## src/rtl/gcp_pkg.sv

```systemverilog
package gcp_pkg;

  localparam int GCP_DATA_W = 8;
  localparam int GCP_BTN_W  = 8;

  // fixed upper bits of a port read: bit 6 high, bit 7 low, bits 5..1 low
  localparam logic [GCP_DATA_W-1:1] GCP_RD_FIXED = 7'b0100000;

  function automatic logic [GCP_DATA_W-1:0] gcp_fmt_read(input logic serial_bit);
    return {GCP_RD_FIXED, serial_bit};
  endfunction

  // true when a write leaves the strobe falling from 1 to 0
  function automatic logic gcp_is_fall(input logic old_lvl, input logic new_lvl);
    return old_lvl & ~new_lvl;
  endfunction

endpackage

```

## src/rtl/gcp_strobe_ctl.sv

```systemverilog
module gcp_strobe_ctl (
  input  logic clk,
  input  logic rst_n,
  input  logic wr_hit,
  input  logic wr_lvl,
  output logic strobe_q,
  output logic capture_evt
);
  import gcp_pkg::*;

  assign capture_evt = wr_hit & gcp_is_fall(strobe_q, wr_lvl);

  always_ff @(posedge clk) begin
    if (!rst_n)      strobe_q <= 1'b0;
    else if (wr_hit) strobe_q <= wr_lvl;
  end
endmodule

```

## src/rtl/gcp_port_shift.sv

```systemverilog
module gcp_port_shift #(
  parameter int BTN_W = 8,
  localparam int PTR_W = $clog2(BTN_W + 1)
) (
  input  logic             clk,
  input  logic             rst_n,
  input  logic             capture,
  input  logic             advance,
  input  logic [BTN_W-1:0] live,
  output logic             cur_bit,
  output logic [PTR_W-1:0] ptr,
  output logic [BTN_W-1:0] snap
);
  localparam logic [PTR_W-1:0] PTR_END = PTR_W'(BTN_W);

  function automatic logic pick_bit(input logic [BTN_W-1:0] v, input logic [PTR_W-1:0] p);
    logic r;
    r = 1'b0;
    for (int i = 0; i < BTN_W; i++) begin
      if (p == PTR_W'(i)) r = v[i];
    end
    return r;
  endfunction

  logic at_end;
  assign at_end  = (ptr == PTR_END);
  assign cur_bit = pick_bit(snap, ptr);

  always_ff @(posedge clk) begin
    if (!rst_n) begin
      snap <= '0;
      ptr  <= '0;
    end else if (capture) begin
      snap <= live;
      ptr  <= '0;
    end else if (advance && !at_end) begin
      ptr  <= ptr + 1'b1;
    end
  end
endmodule

```

## src/rtl/gcp_rd_fmt.sv

```systemverilog
module gcp_rd_fmt (
  input  logic       rd_hit,
  input  logic       sel,
  input  logic       bit_p0,
  input  logic       bit_p1,
  output logic [7:0] rd_data
);
  import gcp_pkg::*;

  always_comb begin
    rd_data = '0;
    if (rd_hit) rd_data = gcp_fmt_read(sel ? bit_p1 : bit_p0);
  end
endmodule

```

## src/rtl/gcp_serial_ports.sv

```systemverilog
module gcp_serial_ports #(
  parameter int ADDR_W = 16,
  parameter int BTN_W  = gcp_pkg::GCP_BTN_W,
  parameter logic [ADDR_W-1:0] STROBE_ADDR = 16'h4016,
  localparam int PTR_W = $clog2(BTN_W + 1)
) (
  input  logic              clk,
  input  logic              rst_n,
  input  logic [ADDR_W-1:0] bus_addr,
  input  logic              bus_wr,
  input  logic              bus_rd,
  input  logic [7:0]        bus_wdata,
  input  logic [BTN_W-1:0]  pad0_btn,
  input  logic [BTN_W-1:0]  pad1_btn,
  output logic [7:0]        rd_data
);
  localparam int NPORT = 2;

  logic strobe_q, capture_evt, wr_hit, rd_hit, port_sel;
  logic [NPORT-1:0] adv_vec, bit_vec;
  logic [BTN_W-1:0] live_arr [NPORT];
  logic [BTN_W-1:0] snap_arr [NPORT];
  logic [PTR_W-1:0] ptr_arr  [NPORT];
  logic [PTR_W-1:0] ptr_p0, ptr_p1;
  logic [BTN_W-1:0] snap_p0, snap_p1;
  logic             obs_unused;

  assign wr_hit   = bus_wr && (bus_addr == STROBE_ADDR);
  assign rd_hit   = bus_rd && (bus_addr[ADDR_W-1:1] == STROBE_ADDR[ADDR_W-1:1]);
  assign port_sel = bus_addr[0];
  assign live_arr[0] = pad0_btn;
  assign live_arr[1] = pad1_btn;

  gcp_strobe_ctl u_strobe (
    .clk(clk), .rst_n(rst_n), .wr_hit(wr_hit), .wr_lvl(bus_wdata[0]),
    .strobe_q(strobe_q), .capture_evt(capture_evt)
  );

  for (genvar g = 0; g < NPORT; g++) begin : g_port
    assign adv_vec[g] = rd_hit && (port_sel == g[0]);
    gcp_port_shift #(.BTN_W(BTN_W)) u_shift (
      .clk(clk), .rst_n(rst_n), .capture(capture_evt), .advance(adv_vec[g]),
      .live(live_arr[g]), .cur_bit(bit_vec[g]), .ptr(ptr_arr[g]), .snap(snap_arr[g])
    );
  end

  gcp_rd_fmt u_fmt (
    .rd_hit(rd_hit), .sel(port_sel), .bit_p0(bit_vec[0]), .bit_p1(bit_vec[1]),
    .rd_data(rd_data)
  );

  // named observation wires for the checker
  assign ptr_p0  = ptr_arr[0];
  assign ptr_p1  = ptr_arr[1];
  assign snap_p0 = snap_arr[0];
  assign snap_p1 = snap_arr[1];
  assign obs_unused = ^{ptr_p0, ptr_p1, snap_p0, snap_p1, bus_wdata[7:1]};
endmodule

```

## config.mk

```make
export PLATFORM = sky130hd
export DESIGN_NAME = gcp_serial_ports
export DESIGN_NICKNAME = d
export VERILOG_FILES = /design/src/rtl/gcp_pkg.sv /design/src/rtl/gcp_strobe_ctl.sv /design/src/rtl/gcp_port_shift.sv /design/src/rtl/gcp_rd_fmt.sv /design/src/rtl/gcp_serial_ports.sv
export SDC_FILE = /design/constraint.sdc
export NUM_CORES = 1
export LEC_CHECK = 0
export BUFFER_PORTS_ARGS = -buffer_cell sky130_fd_sc_hd__clkbuf_2
export CORE_ASPECT_RATIO = 1.2
export CORE_UTILIZATION = 50
export CTS_BUF_LIST = sky130_fd_sc_hd__clkbuf_4 sky130_fd_sc_hd__clkbuf_8 sky130_fd_sc_hd__clkbuf_16
export DETAILED_ROUTE_END_ITERATION = 8
export PLACE_DENSITY = 0.76
export SETUP_SLACK_MARGIN = 0.5
export SLEW_MARGIN = 25
export SYNTH_ARGS = -nofsm -noshare
export SYNTH_HDL_FRONTEND = slang
export SYNTH_HIERARCHICAL = 1
export SYNTH_SLANG_ARGS = --single-unit
```

## constraint.sdc

```tcl
create_clock -name clk -period 4.5 [get_ports clk]
set_input_delay 0.45 -clock clk [delete_from_list [all_inputs] [get_ports clk]]
set_output_delay 0.45 -clock clk [all_outputs]
set_load 0.05 [all_outputs]
```

==> results of run 1 <==
==> worst max-delay path, delay by kind of cell (launching register included) <==
family          cells  cell delay [ns]
buf+inv             2             0.42
mux                 1             0.10
simple gates        2             0.17
compound gates      3             0.49
fa+ha+maj           1             0.23
flops               1             0.37
==> cell families (layout without fill, tap and decap cells) <==
family	after synthesis	in the layout	share of synthesized area [%]
and+or+nand+nor	51	51	23.3
DFF	25	25	34.6
muxes	22	22	15.2
AOI/OAI and AO/OA	18	18	8.83
buffers and inverters	18	49	7.19
adders and majority gates	8	8	6.93
xor gates and xnor gates	6	6	3.64
other	1	6	0.259
==> registers in the layout (all words and copies together), names as in the netlist <==
name and count:
g_port.u_shift/ptr 8, g_port.u_shift/snap 16, u_strobe/strobe_q 1
==> routing by layer <==
layer  share of wire [%]  track usage (%)
met4                0.46             6.35
met5                   0                0
met3                 3.0             3.01
met1                  40             20.7
met2                  56             37.0
==> placed cells by master (no fill, tap or decap), drive strengths merged, types with 6 or more instances in the layout <==
cell type  Yosys  final
nor2b         18     18
nand2          7      7
o21ai          8      8
conb           1      6
mux2i         22     22
nor2           8      8
dfxtp         25     25
clkbuf         0     41
inv            7      7
ha             8      8
==> layout make-up <==
class                           count  area, um2  area share, %
Clock buffer                        3       22.5           1.37
Timing Repair Buffer               38        190           11.5
Sequential cell                    25        500           30.3
Clock inverter                      1       7.51          0.455
Multi-Input combinational cell    111        860           52.1
Inverter                            7       26.3           1.59
Tap cell                           34       42.5           2.58
==> per-stage QoR <==
stage | setup WS, ns | std cells | hold WS [ns] | cell area, um2
floorplan | 2.16 | 154 | 0.473 | 1460
global placement | 2.18 | 215 | 0.494 | 1620
detailed placement | 2.10 | 215 | 0.512 | 1620
CTS | 1.93 | 219 | 0.371 | 1650
global route | 1.77 | 219 | 0.358 | 1650
finish | 1.97 | 219 | 0.379 | 1650
==> worst max path at each step <==
| stage | startpoint | end | slack, ns | cells after the start |
|---|---|---|---|---|
| final | g_port[0].u_shift/ptr[0] | rd_data[0] | 1.97 | 9 |
| after global routing | g_port[1].u_shift/ptr[0] | rd_data[0] | 1.77 | 8 |
| after CTS | g_port[0].u_shift/ptr[0] | rd_data[0] | 1.93 | 9 |
| after detailed placement | bus_addr[11] | g_port[0].u_shift/ptr[3] | 2.10 | 7 |
| after global placement | bus_addr[11] | g_port[1].u_shift/ptr[2] | 2.18 | 7 |
| after floorplan | g_port[1].u_shift/ptr[0] | rd_data[0] | 2.16 | 8 |
==> power by group through the flow <==
| stage | Sequential (mW) | Combinational (mW) | Clock [mW] |
|---|---|---|---|
| floorplan | 0.226 | 0.0208 | 0 |
| global placement | 0.226 | 0.0358 | 0 |
| CTS | 0.221 | 0.0369 | 0.105 |
| finish | 0.221 | 0.0367 | 0.100 |
| detailed placement | 0.226 | 0.0368 | 0 |
| global route | 0.222 | 0.0398 | 0.121 |
==> qor.csv, run 1 <==
stage;metric;value;unit
global_route;number of antenna violations at the first check in global routing;0;
run_status;outcome;complete, no violations;
logic_synthesis;register bit total from synthesis;25;
clocking;Clock Latency Late Sink;0.32;ns
logic_synthesis;Post-synth top cells;sky130_fd_sc_hd__dfxtp_1 (25), sky130_fd_sc_hd__mux2i_1 (22), sky130_fd_sc_hd__nor2b_1 (18), sky130_fd_sc_hd__buf_4 (9);
flow_run;total of max-cap violations;0;
power_and_ir_drop;worst vdd ir;142;uV
routing;final antenna-violating net count;0;
min_path;Worst Min Path Start;pad0_btn[4];
critical_path;Critical Path AT;2.08;ns
sta;RSZ-0062 raised after global routing;false;
routing;total number of vias;1129;
placement;Final GP Congestion;0.836;
critical_path;maximum net fanout on the critical path;4;
critical_path;end of the worst register-to-register path;g_port[0].u_shift/ptr[1];
routing;routed len/inst;11.9;um
clocking;TritonCTS sink count;25;
die;initial cell density of the core;52.4;%
logic_synthesis;share of flip-flops with an asynchronous set or reset after synthesis;0;%
logic_synthesis;Synthesis Warnings;6;
sta;f_max;395;MHz
critical_path;Crit. End Element;primary output;
routing;number of detailed-route iterations in the first pass;4;
min_path;type of the most critical hold path;input pin to flop;
sta;Total Negative Setup Slacks;0;ns
power_and_ir_drop;Combinational Power Share;10.2;%
clocking;Clock transition at path regs;0.14;ns
die;die height;60.9;um
clocking;number of gates given a new drive strength after cts;0;
critical_path;list of cells traversed by the critical path;inv_1 > ha_1 > nand2_1 > o21ai_0 > o21ai_0 > a221oi_2 > mux2i_1 > nor2b_1 > clkbuf_2;
routing;Remaining DRCs;0;
routing;DRC marker count from the first detailed-route iteration;18;
routing;aggregate routed wire length;2600;um
power_and_ir_drop;Clock Power Share;28.0;%
clocking;Post-CTS Setup Inserts;0;
sta;final critical-path share of the clock period;56.2;%
placement;half-perimeter wire length after detailed placement;2110;um
critical_path;Worst EP required;4.05;ns
final_layout;share of post-route cells with drive strength above 1;28.1;%
clocking;H-tree levels;1;
logic_synthesis;netlist area before placement;0.00145;mm2
sta;Slew Viols, Final;0;
sta;worst max-slew margin expressed relative to the limit;66.5;%
routing;ratio of routed vias to standard cells;5.16;
logic_synthesis;Mean Syn Cell Area;9.70;um2
global_route;number of global-route vias before repair;1063;
power_and_ir_drop;switching portion of total power;24.5;%
global_route;GR Overflow Total;0;
sta;Setup-failing EPs final;0;
power_and_ir_drop;share of total power in sequential cells;61.8;%
critical_path;kind of launch point of the worst setup path;flop;
critical_path;delay contributed by the slowest stage of the critical path;0.37;ns
clocking;Clock Path Buffers;2;
die;IO Pins;52;
clocking;CTS root buf;sky130_fd_sc_hd__clkbuf_4;
sta;Final Skew;0.0108;ns
logic_synthesis;most area-consuming cells after synthesis;sky130_fd_sc_hd__dfxtp_1 (35%), sky130_fd_sc_hd__mux2i_1 (15%), sky130_fd_sc_hd__nor2b_1 (7.8%);
clocking;hold buffers post-CTS;0;
min_path;number of cells on the worst hold path;3;
power_and_ir_drop;total leakage power;0.634;nW
sta;Worst-Margin Slew;0.502;ns
global_route;Tot GR Track Use;19.0;%
logic_synthesis;count of mapped cells out of synthesis;149;
logic_synthesis;dominant synthesized flop cell;sky130_fd_sc_hd__dfxtp_1;
power_and_ir_drop;net switching power;87.7;uW
power_and_ir_drop;post-layout total power;358;uW
min_path;worst hold endpoint;g_port[0].u_shift/snap[4];
sta;number of hold-slack violations in the final timing report;0;
critical_path;critical path type;flop to primary output;
final_layout;number of nets in the final layout;238;
critical_path;number of cell instances on the worst register-to-register path;6;
final_layout;number of diodes added for antenna fixing;0;
global_route;wire length of the first global-routing pass;4420;um
critical_path;setup slack on the worst flop-to-flop path;3.15;ns
logic_synthesis;Yosys top cell area share;34.6;%
logic_synthesis;cell type contributing the most total cell area after synthesis;sky130_fd_sc_hd__dfxtp_1;
sta;Min Clock Period, post-route;2.53;ns
final_layout;core utilization of the finished layout;59.8;%
global_route;largest net degree at the start of global routing;20;
power_and_ir_drop;cell-internal power;271;uW
clocking;clock tree from TritonCTS;done;
critical_path;most used cell, CP;sky130_fd_sc_hd__o21ai_0;
logic_synthesis;EDFF count, synth;0;
logic_synthesis;Unique masters post-synth;32;
power_and_ir_drop;ratio of total power to cell area;217;mW/mm2
final_layout;filler cell count in the final layout;257;
die;Core ar.;0.00276;mm2
placement;count of port buffers added during placement;38;
logic_synthesis;proportion of synthesized chip area in sequential cells;34.6;%
die;width of the die;51.1;um
clocking;cts bufs inserted;3;
critical_path;slowest stage cell, crit path;sky130_fd_sc_hd__dfxtp_1;
logic_synthesis;count leader, synth;sky130_fd_sc_hd__dfxtp_1;
final_layout;area delta synth->final;14.1;%
die;cell row count;21;
critical_path;start of the worst register-to-register path;g_port[0].u_shift/ptr[0];
die;Die Area;0.00311;mm2
No activity file was read; power rests on OpenSTA's default activity.
==> run 2, diff against run 1 <==
--- a/config.mk
+++ b/config.mk
@@ -7,10 +7,10 @@
 export LEC_CHECK = 0
 export BUFFER_PORTS_ARGS = -buffer_cell sky130_fd_sc_hd__clkbuf_2
 export CORE_ASPECT_RATIO = 1.2
-export CORE_UTILIZATION = 50
+export CORE_UTILIZATION = 44
 export CTS_BUF_LIST = sky130_fd_sc_hd__clkbuf_4 sky130_fd_sc_hd__clkbuf_8 sky130_fd_sc_hd__clkbuf_16
 export DETAILED_ROUTE_END_ITERATION = 8
-export PLACE_DENSITY = 0.76
+export PLACE_DENSITY = 0.71
 export SETUP_SLACK_MARGIN = 0.5
 export SLEW_MARGIN = 25
 export SYNTH_ARGS = -nofsm -noshare
==> constraint.sdc (replaced) <==
create_clock -name clk -period 2.2 [get_ports clk]
set_input_delay 0.22 -clock clk [delete_from_list [all_inputs] [get_ports clk]]
set_output_delay 0.22 -clock clk [all_outputs]
set_load 0.05 [all_outputs]
==> run 2 against run 1 <==
Effect of this change:
- clock power grew 110%
- power rose by 110%
- final cell count rose by 2.7%
- worst hold slack lost 0.22 ns
- critical path depth is the same
- via count rose by 2.1%
- setup slack got worse by 1.9 ns
- global-route usage is 0.17 points lower
- cell area up 11%
- flip-flop and latch count is the same
- sequential power rose by 100%
- die area is 13% higher
- largest cell class unchanged
- largest power group unchanged
- highest routed layer unchanged
==> qor.csv, run 2 (synthesized netlist as in run 1, its figures left out) <==
stage;metric;value;unit
routing;DRC marker count from the first detailed-route iteration;10;
final_layout;area delta synth->final;27.0;%
critical_path;kind of launch point of the worst setup path;flop;
final_layout;footprint of the multi-input gates;963;um2
critical_path;Critical Path AT;1.92;ns
sta;final critical-path share of the clock period;97.2;%
die;cell row count;22;
power_and_ir_drop;worst vdd ir;356;uV
global_route;wire length of the first global-routing pass;4950;um
die;die height;64.8;um
sta;Final Skew;0.00471;ns
power_and_ir_drop;ratio of total power to cell area;403;mW/mm2
run_status;outcome;complete, no violations;
routing;routed len/inst;13.1;um
sta;RSZ-0062 raised after global routing;true;
critical_path;end of the worst register-to-register path;g_port[1].u_shift/ptr[1];
sta;Total Negative Setup Slacks;0;ns
die;Core ar.;0.00308;mm2
min_path;number of cells on the worst hold path;3;
critical_path;setup slack on the worst flop-to-flop path;0.89;ns
die;Die Area;0.00352;mm2
min_path;type of the most critical hold path;input pin to flop;
flow_run;total of max-cap violations;0;
power_and_ir_drop;Combinational Power Share;10.4;%
routing;aggregate routed wire length;2950;um
global_route;largest net degree at the start of global routing;20;
min_path;worst hold endpoint;g_port[0].u_shift/snap[5];
final_layout;number of nets in the final layout;242;
clocking;cts bufs inserted;3;
sta;f_max;468;MHz
min_path;Worst Min Path Start;pad0_btn[5];
final_layout;max reg flops;16;
global_route;GR Overflow Total;0;
power_and_ir_drop;total leakage power;0.676;nW
final_layout;largest reg by FF count;g_port.u_shift/snap;
placement;Final GP Congestion;0.783;
sta;Setup-failing EPs final;0;
final_layout;filler cell count in the final layout;287;
critical_path;delay contributed by the slowest stage of the critical path;0.39;ns
sta;Min Clock Period, post-route;2.14;ns
global_route;number of global-route vias before repair;1174;
global_route;number of antenna violations at the first check in global routing;0;
critical_path;top cell family by delay on the critical path;flip-flops;
clocking;clock tree from TritonCTS;done;
critical_path;Crit. End Element;primary output;
critical_path;number of cell instances on the worst register-to-register path;7;
sta;number of hold-slack violations in the final timing report;0;
placement;half-perimeter wire length after detailed placement;2120;um
power_and_ir_drop;share of total power in sequential cells;60.5;%
clocking;Clock Latency Late Sink;0.31;ns
clocking;H-tree levels;1;
routing;final antenna-violating net count;0;
routing;ratio of routed vias to standard cells;5.12;
placement;count of port buffers added during placement;38;
final_layout;share of post-route cells with drive strength above 1;40.2;%
final_layout;number of diodes added for antenna fixing;0;
critical_path;slowest stage cell, crit path;sky130_fd_sc_hd__dfxtp_4;
global_route;Tot GR Track Use;18.8;%
power_and_ir_drop;switching portion of total power;23.9;%
routing;number of detailed-route iterations in the first pass;4;
power_and_ir_drop;Clock Power Share;29.1;%
die;initial cell density of the core;46.9;%
routing;Remaining DRCs;0;
critical_path;Worst EP required;1.98;ns
critical_path;list of cells traversed by the critical path;inv_4 > ha_4 > nand2_1 > o21ai_1 > nand3_1 > a221oi_2 > mux2i_1 > nor2b_4 > buf_8;
critical_path;start of the worst register-to-register path;g_port[1].u_shift/ptr[1];
power_and_ir_drop;cell-internal power;562;uW
clocking;TritonCTS sink count;25;
routing;total number of vias;1153;
die;IO Pins;52;
clocking;Clock transition at path regs;0.13;ns
final_layout;most frequent standard cell in the layout excluding fill and tap cells;sky130_fd_sc_hd__clkbuf_2;
sta;Slew Viols, Final;0;
clocking;Clock Path Buffers;2;
die;width of the die;54.3;um
critical_path;buffers and inverters on the worst path;2;
final_layout;FF/Latch Area;515;um2
clocking;CTS root buf;sky130_fd_sc_hd__clkbuf_4;
final_layout;most used cells in the layout excluding fill and tap cells;sky130_fd_sc_hd__clkbuf_2 (37), sky130_fd_sc_hd__mux2i_1 (22), sky130_fd_sc_hd__dfxtp_1 (21), sky130_fd_sc_hd__nor2b_1 (17), sky130_fd_sc_hd__nor2_1 (8);
final_layout;core utilization of the finished layout;59.5;%
critical_path;critical path type;flop to primary output;
final_layout;top flop regs;g_port.u_shift/snap x16, g_port.u_shift/ptr x8, u_strobe/strobe_q x1;
power_and_ir_drop;net switching power;177;uW
critical_path;maximum net fanout on the critical path;4;
==> run 2: cell count changes in the layout (fill, tap and decap cells not counted), moves of 4 or more <==
cell / previous run / this run
sky130_fd_sc_hd__ha_4: 0 / 6
sky130_fd_sc_hd__o21ai_1: 2 / 6
sky130_fd_sc_hd__inv_1: 7 / 3
sky130_fd_sc_hd__dfxtp_1: 25 / 21
sky130_fd_sc_hd__dfxtp_4: 0 / 4
sky130_fd_sc_hd__o21ai_0: 4 / 0
sky130_fd_sc_hd__ha_1: 8 / 0
==> run 2: tightest hold or removal path: stages <==
cell and delay [ns]:
sky130_fd_sc_hd__clkbuf_2 0.07, sky130_fd_sc_hd__mux2i_1 0.05, sky130_fd_sc_hd__nor2b_1 0.09
==> run 2: worst max-delay path by stage <==
stage,to,depth (start not counted),from
after CTS,rd_data[0],9,g_port[1].u_shift/ptr[1]
after global routing,rd_data[0],9,g_port[1].u_shift/ptr[0]
after global placement,g_port[1].u_shift/ptr[1],8,bus_addr[11]
after floorplan,g_port[0].u_shift/snap[0],7,bus_addr[11]
after detailed placement,g_port[1].u_shift/snap[7],8,bus_addr[6]
final,rd_data[0],9,g_port[1].u_shift/ptr[1]
==> run 2: layer usage <==
metal | wire [um] | global-route usage (%)
met5 | 0 | 0
met4 | 51 | 7.69
met3 | 75 | 2.58
met2 | 1650 | 34.6
met1 | 1180 | 20.4
==> run 2: layout make-up <==
class / count / share of cell area, %
Clock buffer: 4 / 1.64
Multi-Input combinational cell: 111 / 52.5
Sequential cell: 25 / 28.1
Inverter: 7 / 2.11
Tap cell: 36 / 2.45
Timing Repair Buffer: 42 / 13.2
==> run 2: through the flow <==
stage | worst slack [ns] | power, mW | hold WS (ns) | cells | area (um2)
floorplan | 0.506 | 0.505 | 0.348 | 154 | 1510
global placement | 0.310 | 0.536 | 0.479 | 218 | 1690
detailed placement | 0.249 | 0.539 | 0.488 | 218 | 1690
CTS | 0.0588 | 0.746 | 0.152 | 225 | 1830
global route | -0.0480 | 0.771 | 0.155 | 225 | 1840
finish | 0.0626 | 0.739 | 0.159 | 225 | 1840
==> run 2: power by group through the flow <==
stage | Combinational, mW | Clock [mW] | Sequential (mW)
global placement | 0.0735 | 0 | 0.463
detailed placement | 0.0762 | 0 | 0.463
finish | 0.0765 | 0.215 | 0.448
CTS | 0.0762 | 0.222 | 0.448
global route | 0.0816 | 0.241 | 0.448
floorplan | 0.0425 | 0 | 0.463
==> run 2: repair_timing <==
action | CTS | global route
resized for setup | 22 | 3
cloned | 0 | 0
hold buffers | 0 | 0
setup endpoints to repair | 1 | 18
pin swaps | 6 | 2
setup buffers | 3 | 0
hold endpoints to repair | 0 | 0
==> run 3, diff against run 2 <==
--- a/config.mk
+++ b/config.mk
@@ -7,10 +7,10 @@
 export LEC_CHECK = 0
 export BUFFER_PORTS_ARGS = -buffer_cell sky130_fd_sc_hd__clkbuf_2
 export CORE_ASPECT_RATIO = 1.2
-export CORE_UTILIZATION = 44
+export CORE_UTILIZATION = 40
 export CTS_BUF_LIST = sky130_fd_sc_hd__clkbuf_4 sky130_fd_sc_hd__clkbuf_8 sky130_fd_sc_hd__clkbuf_16
 export DETAILED_ROUTE_END_ITERATION = 8
-export PLACE_DENSITY = 0.71
+export PLACE_DENSITY = 0.65
 export SETUP_SLACK_MARGIN = 0.5
 export SLEW_MARGIN = 25
 export SYNTH_ARGS = -nofsm -noshare
==> run 3 against run 2 <==
Effect of this change:
- the run now ends with design-rule violations left
- register-to-register slack about the same
- first-iteration DRC count up 130%
- critical path depth unchanged
- cell area up 4.0%
- combinational power up 0.9%
- worst hold slack better by 0.036 ns
- critical path type unchanged
- largest power group unchanged
==> qor.csv, run 3 (synthesized netlist as in run 1, its figures left out) <==
stage;metric;value;unit
critical_path;launching instance or port of the critical path;g_port[1].u_shift/ptr[0];
global_route;number of global-route vias before repair;1125;
die;Die Area;0.00386;mm2
critical_path;maximum net fanout on the critical path;4;
final_layout;area delta synth->final;32.0;%
run_status;violations in the final reports;design-rule violations;
die;Core ar.;0.00340;mm2
power_and_ir_drop;cell-internal power;608;uW
power_and_ir_drop;Clock Power Share;34.9;%
power_and_ir_drop;net switching power;197;uW
critical_path;kind of launch point of the worst setup path;flop;
final_layout;share of post-route cells with drive strength above 1;44.3;%
routing;DRC marker count from the first detailed-route iteration;23;
flow_run;total of max-cap violations;0;
die;initial cell density of the core;42.6;%
clocking;clock tree from TritonCTS;done;
sta;Setup-failing EPs final;0;
routing;ratio of routed vias to standard cells;5.03;
clocking;H-tree levels;1;
placement;count of port buffers added during placement;38;
power_and_ir_drop;ratio of total power to cell area;422;mW/mm2
final_layout;number of nets in the final layout;245;
routing;total number of vias;1152;
die;die height;67.8;um
global_route;Tot GR Track Use;16.1;%
clocking;Clock Path Buffers;2;
sta;final critical-path share of the clock period;94.3;%
final_layout;most used cells in the layout excluding fill and tap cells;sky130_fd_sc_hd__clkbuf_2 (37), sky130_fd_sc_hd__mux2i_1 (21), sky130_fd_sc_hd__dfxtp_1 (21), sky130_fd_sc_hd__nor2b_1 (17), sky130_fd_sc_hd__nor2_1 (8);
sta;number of hold-slack violations in the final timing report;0;
critical_path;critical path type;flop to primary output;
routing;final antenna-violating net count;0;
sta;RSZ-0062 raised after global routing;true;
final_layout;filler cell count in the final layout;309;
die;IO Pins;52;
final_layout;top flop regs;g_port.u_shift/snap x16, g_port.u_shift/ptr x8, u_strobe/strobe_q x1;
min_path;Worst Min Path Start;pad0_btn[7];
power_and_ir_drop;share of total power in sequential cells;55.5;%
placement;half-perimeter wire length after detailed placement;2270;um
routing;routed len/inst;13.0;um
die;cell row count;23;
sta;Slew Viols, Final;0;
final_layout;number of diodes added for antenna fixing;0;
clocking;cts bufs inserted;3;
clocking;Clock transition at path regs;0.09;ns
placement;instance area at placement;0.00169;mm2
sta;f_max;482;MHz
global_route;number of antenna violations at the first check in global routing;0;
routing;aggregate routed wire length;2970;um
critical_path;Crit. End Element;primary output;
final_layout;most frequent standard cell in the layout excluding fill and tap cells;sky130_fd_sc_hd__clkbuf_2;
placement;Final GP Congestion;0.781;
final_layout;post-route cell area;0.00191;mm2
clocking;TritonCTS sink count;25;
routing;Remaining DRCs;1;
critical_path;start of the worst register-to-register path;g_port[0].u_shift/ptr[1];
clocking;hold buffers post-CTS;0;
global_route;wire length of the first global-routing pass;4820;um
critical_path;Worst EP required;1.98;ns
sta;Min Clock Period, post-route;2.07;ns
sta;Final Skew;0.00980;ns
power_and_ir_drop;switching portion of total power;24.5;%
routing;number of detailed-route iterations in the first pass;6;
clocking;Clock Latency Late Sink;0.27;ns
power_and_ir_drop;Combinational Power Share;9.6;%
final_layout;largest reg by FF count;g_port.u_shift/snap;
final_layout;max reg flops;16;
placement;cell count after placement;219;
run_status;outcome;complete, but fails checks;
global_route;GR Overflow Total;0;
global_route;largest net degree at the start of global routing;20;
clocking;CTS root buf;sky130_fd_sc_hd__clkbuf_8;
die;width of the die;56.9;um
min_path;type of the most critical hold path;input pin to flop;
power_and_ir_drop;worst vdd ir;416;uV
final_layout;non-filler instance count after layout;229;
power_and_ir_drop;total leakage power;0.698;nW
critical_path;Critical Path AT;1.85;ns
run 3: changes by cell type in the layout (fill, tap and decap cells not counted), sizes merged:
| cell | previous run | this run |
|---|---|---|
| buf | 5 | 8 |
| clkinvlp | 0 | 1 |
| clkbuf | 41 | 40 |
run 3: timing repair:
item                       CTS  global route
pin swaps                    6             8
gates resized for setup     19            14
setup endpoints to repair    1            25
buffers inserted             3             3
run 3: power by group through the flow:
stage | sequential, mW | combinational [mW] | clock [mW]
global route | 0.447 | 0.0824 | 0.308
floorplan | 0.463 | 0.0425 | 0
CTS | 0.447 | 0.0757 | 0.291
detailed placement | 0.463 | 0.0755 | 0
global placement | 0.463 | 0.0731 | 0
finish | 0.447 | 0.0772 | 0.281
run 3: path summary, 6_finish.rpt:
check                                                 end  cells past startpoint  slack [ns]
worst max-delay path                           rd_data[0]                      9        0.13
worst min-delay path            g_port[0].u_shift/snap[7]                      3        0.19
worst max register to register   g_port[0].u_shift/ptr[1]                      7        0.89
worst min register to register  g_port[0].u_shift/snap[6]                      2        0.53
run 3: per-stage QoR:
step                setup TNS, ns  utilization, %  worst slack [ns]  hold slack (ns)  total power, mW
detailed placement              0            49.8             0.223            0.488            0.538
global route             -0.00697            56.2          -0.00697            0.205            0.837
global placement                0            49.8             0.301            0.479            0.536
finish                          0            56.2             0.126            0.195            0.805
floorplan                       0               -             0.506            0.348            0.505
CTS                             0            54.0             0.106            0.192            0.813
run 3: per-layer routing:
layer	vias up	track usage [%]	wire length (um)
met3	2	4.54	85
met1	545	17.7	1190
li1	588	-	-
met5	-	0	0
met2	17	30.4	1680
met4	0	4.88	17
run 3: area by class of cell:
type                            instances  area (um2)  share of cell area (%)
Clock buffer                            3        41.3                    2.16
Clock inverter                          1        7.51                   0.393
Inverter                                7        41.3                    2.16
Multi-Input combinational cell        111         991                    51.9
Sequential cell                        25         515                    27.0
Tap cell                               37        46.3                    2.43
Timing Repair Buffer                   45         265                    13.9
run 3: critical path: stages (launching register included):
cell and delay (ns):
sky130_fd_sc_hd__dfxtp_4 0.39, sky130_fd_sc_hd__inv_6 0.08, sky130_fd_sc_hd__ha_4 0.15, sky130_fd_sc_hd__nand2_2 0.05
sky130_fd_sc_hd__o21ai_2 0.12, sky130_fd_sc_hd__nand3_2 0.09, sky130_fd_sc_hd__a221oi_2 0.28, sky130_fd_sc_hd__mux2i_2 0.13
sky130_fd_sc_hd__nor2b_4 0.14, sky130_fd_sc_hd__buf_8 0.15
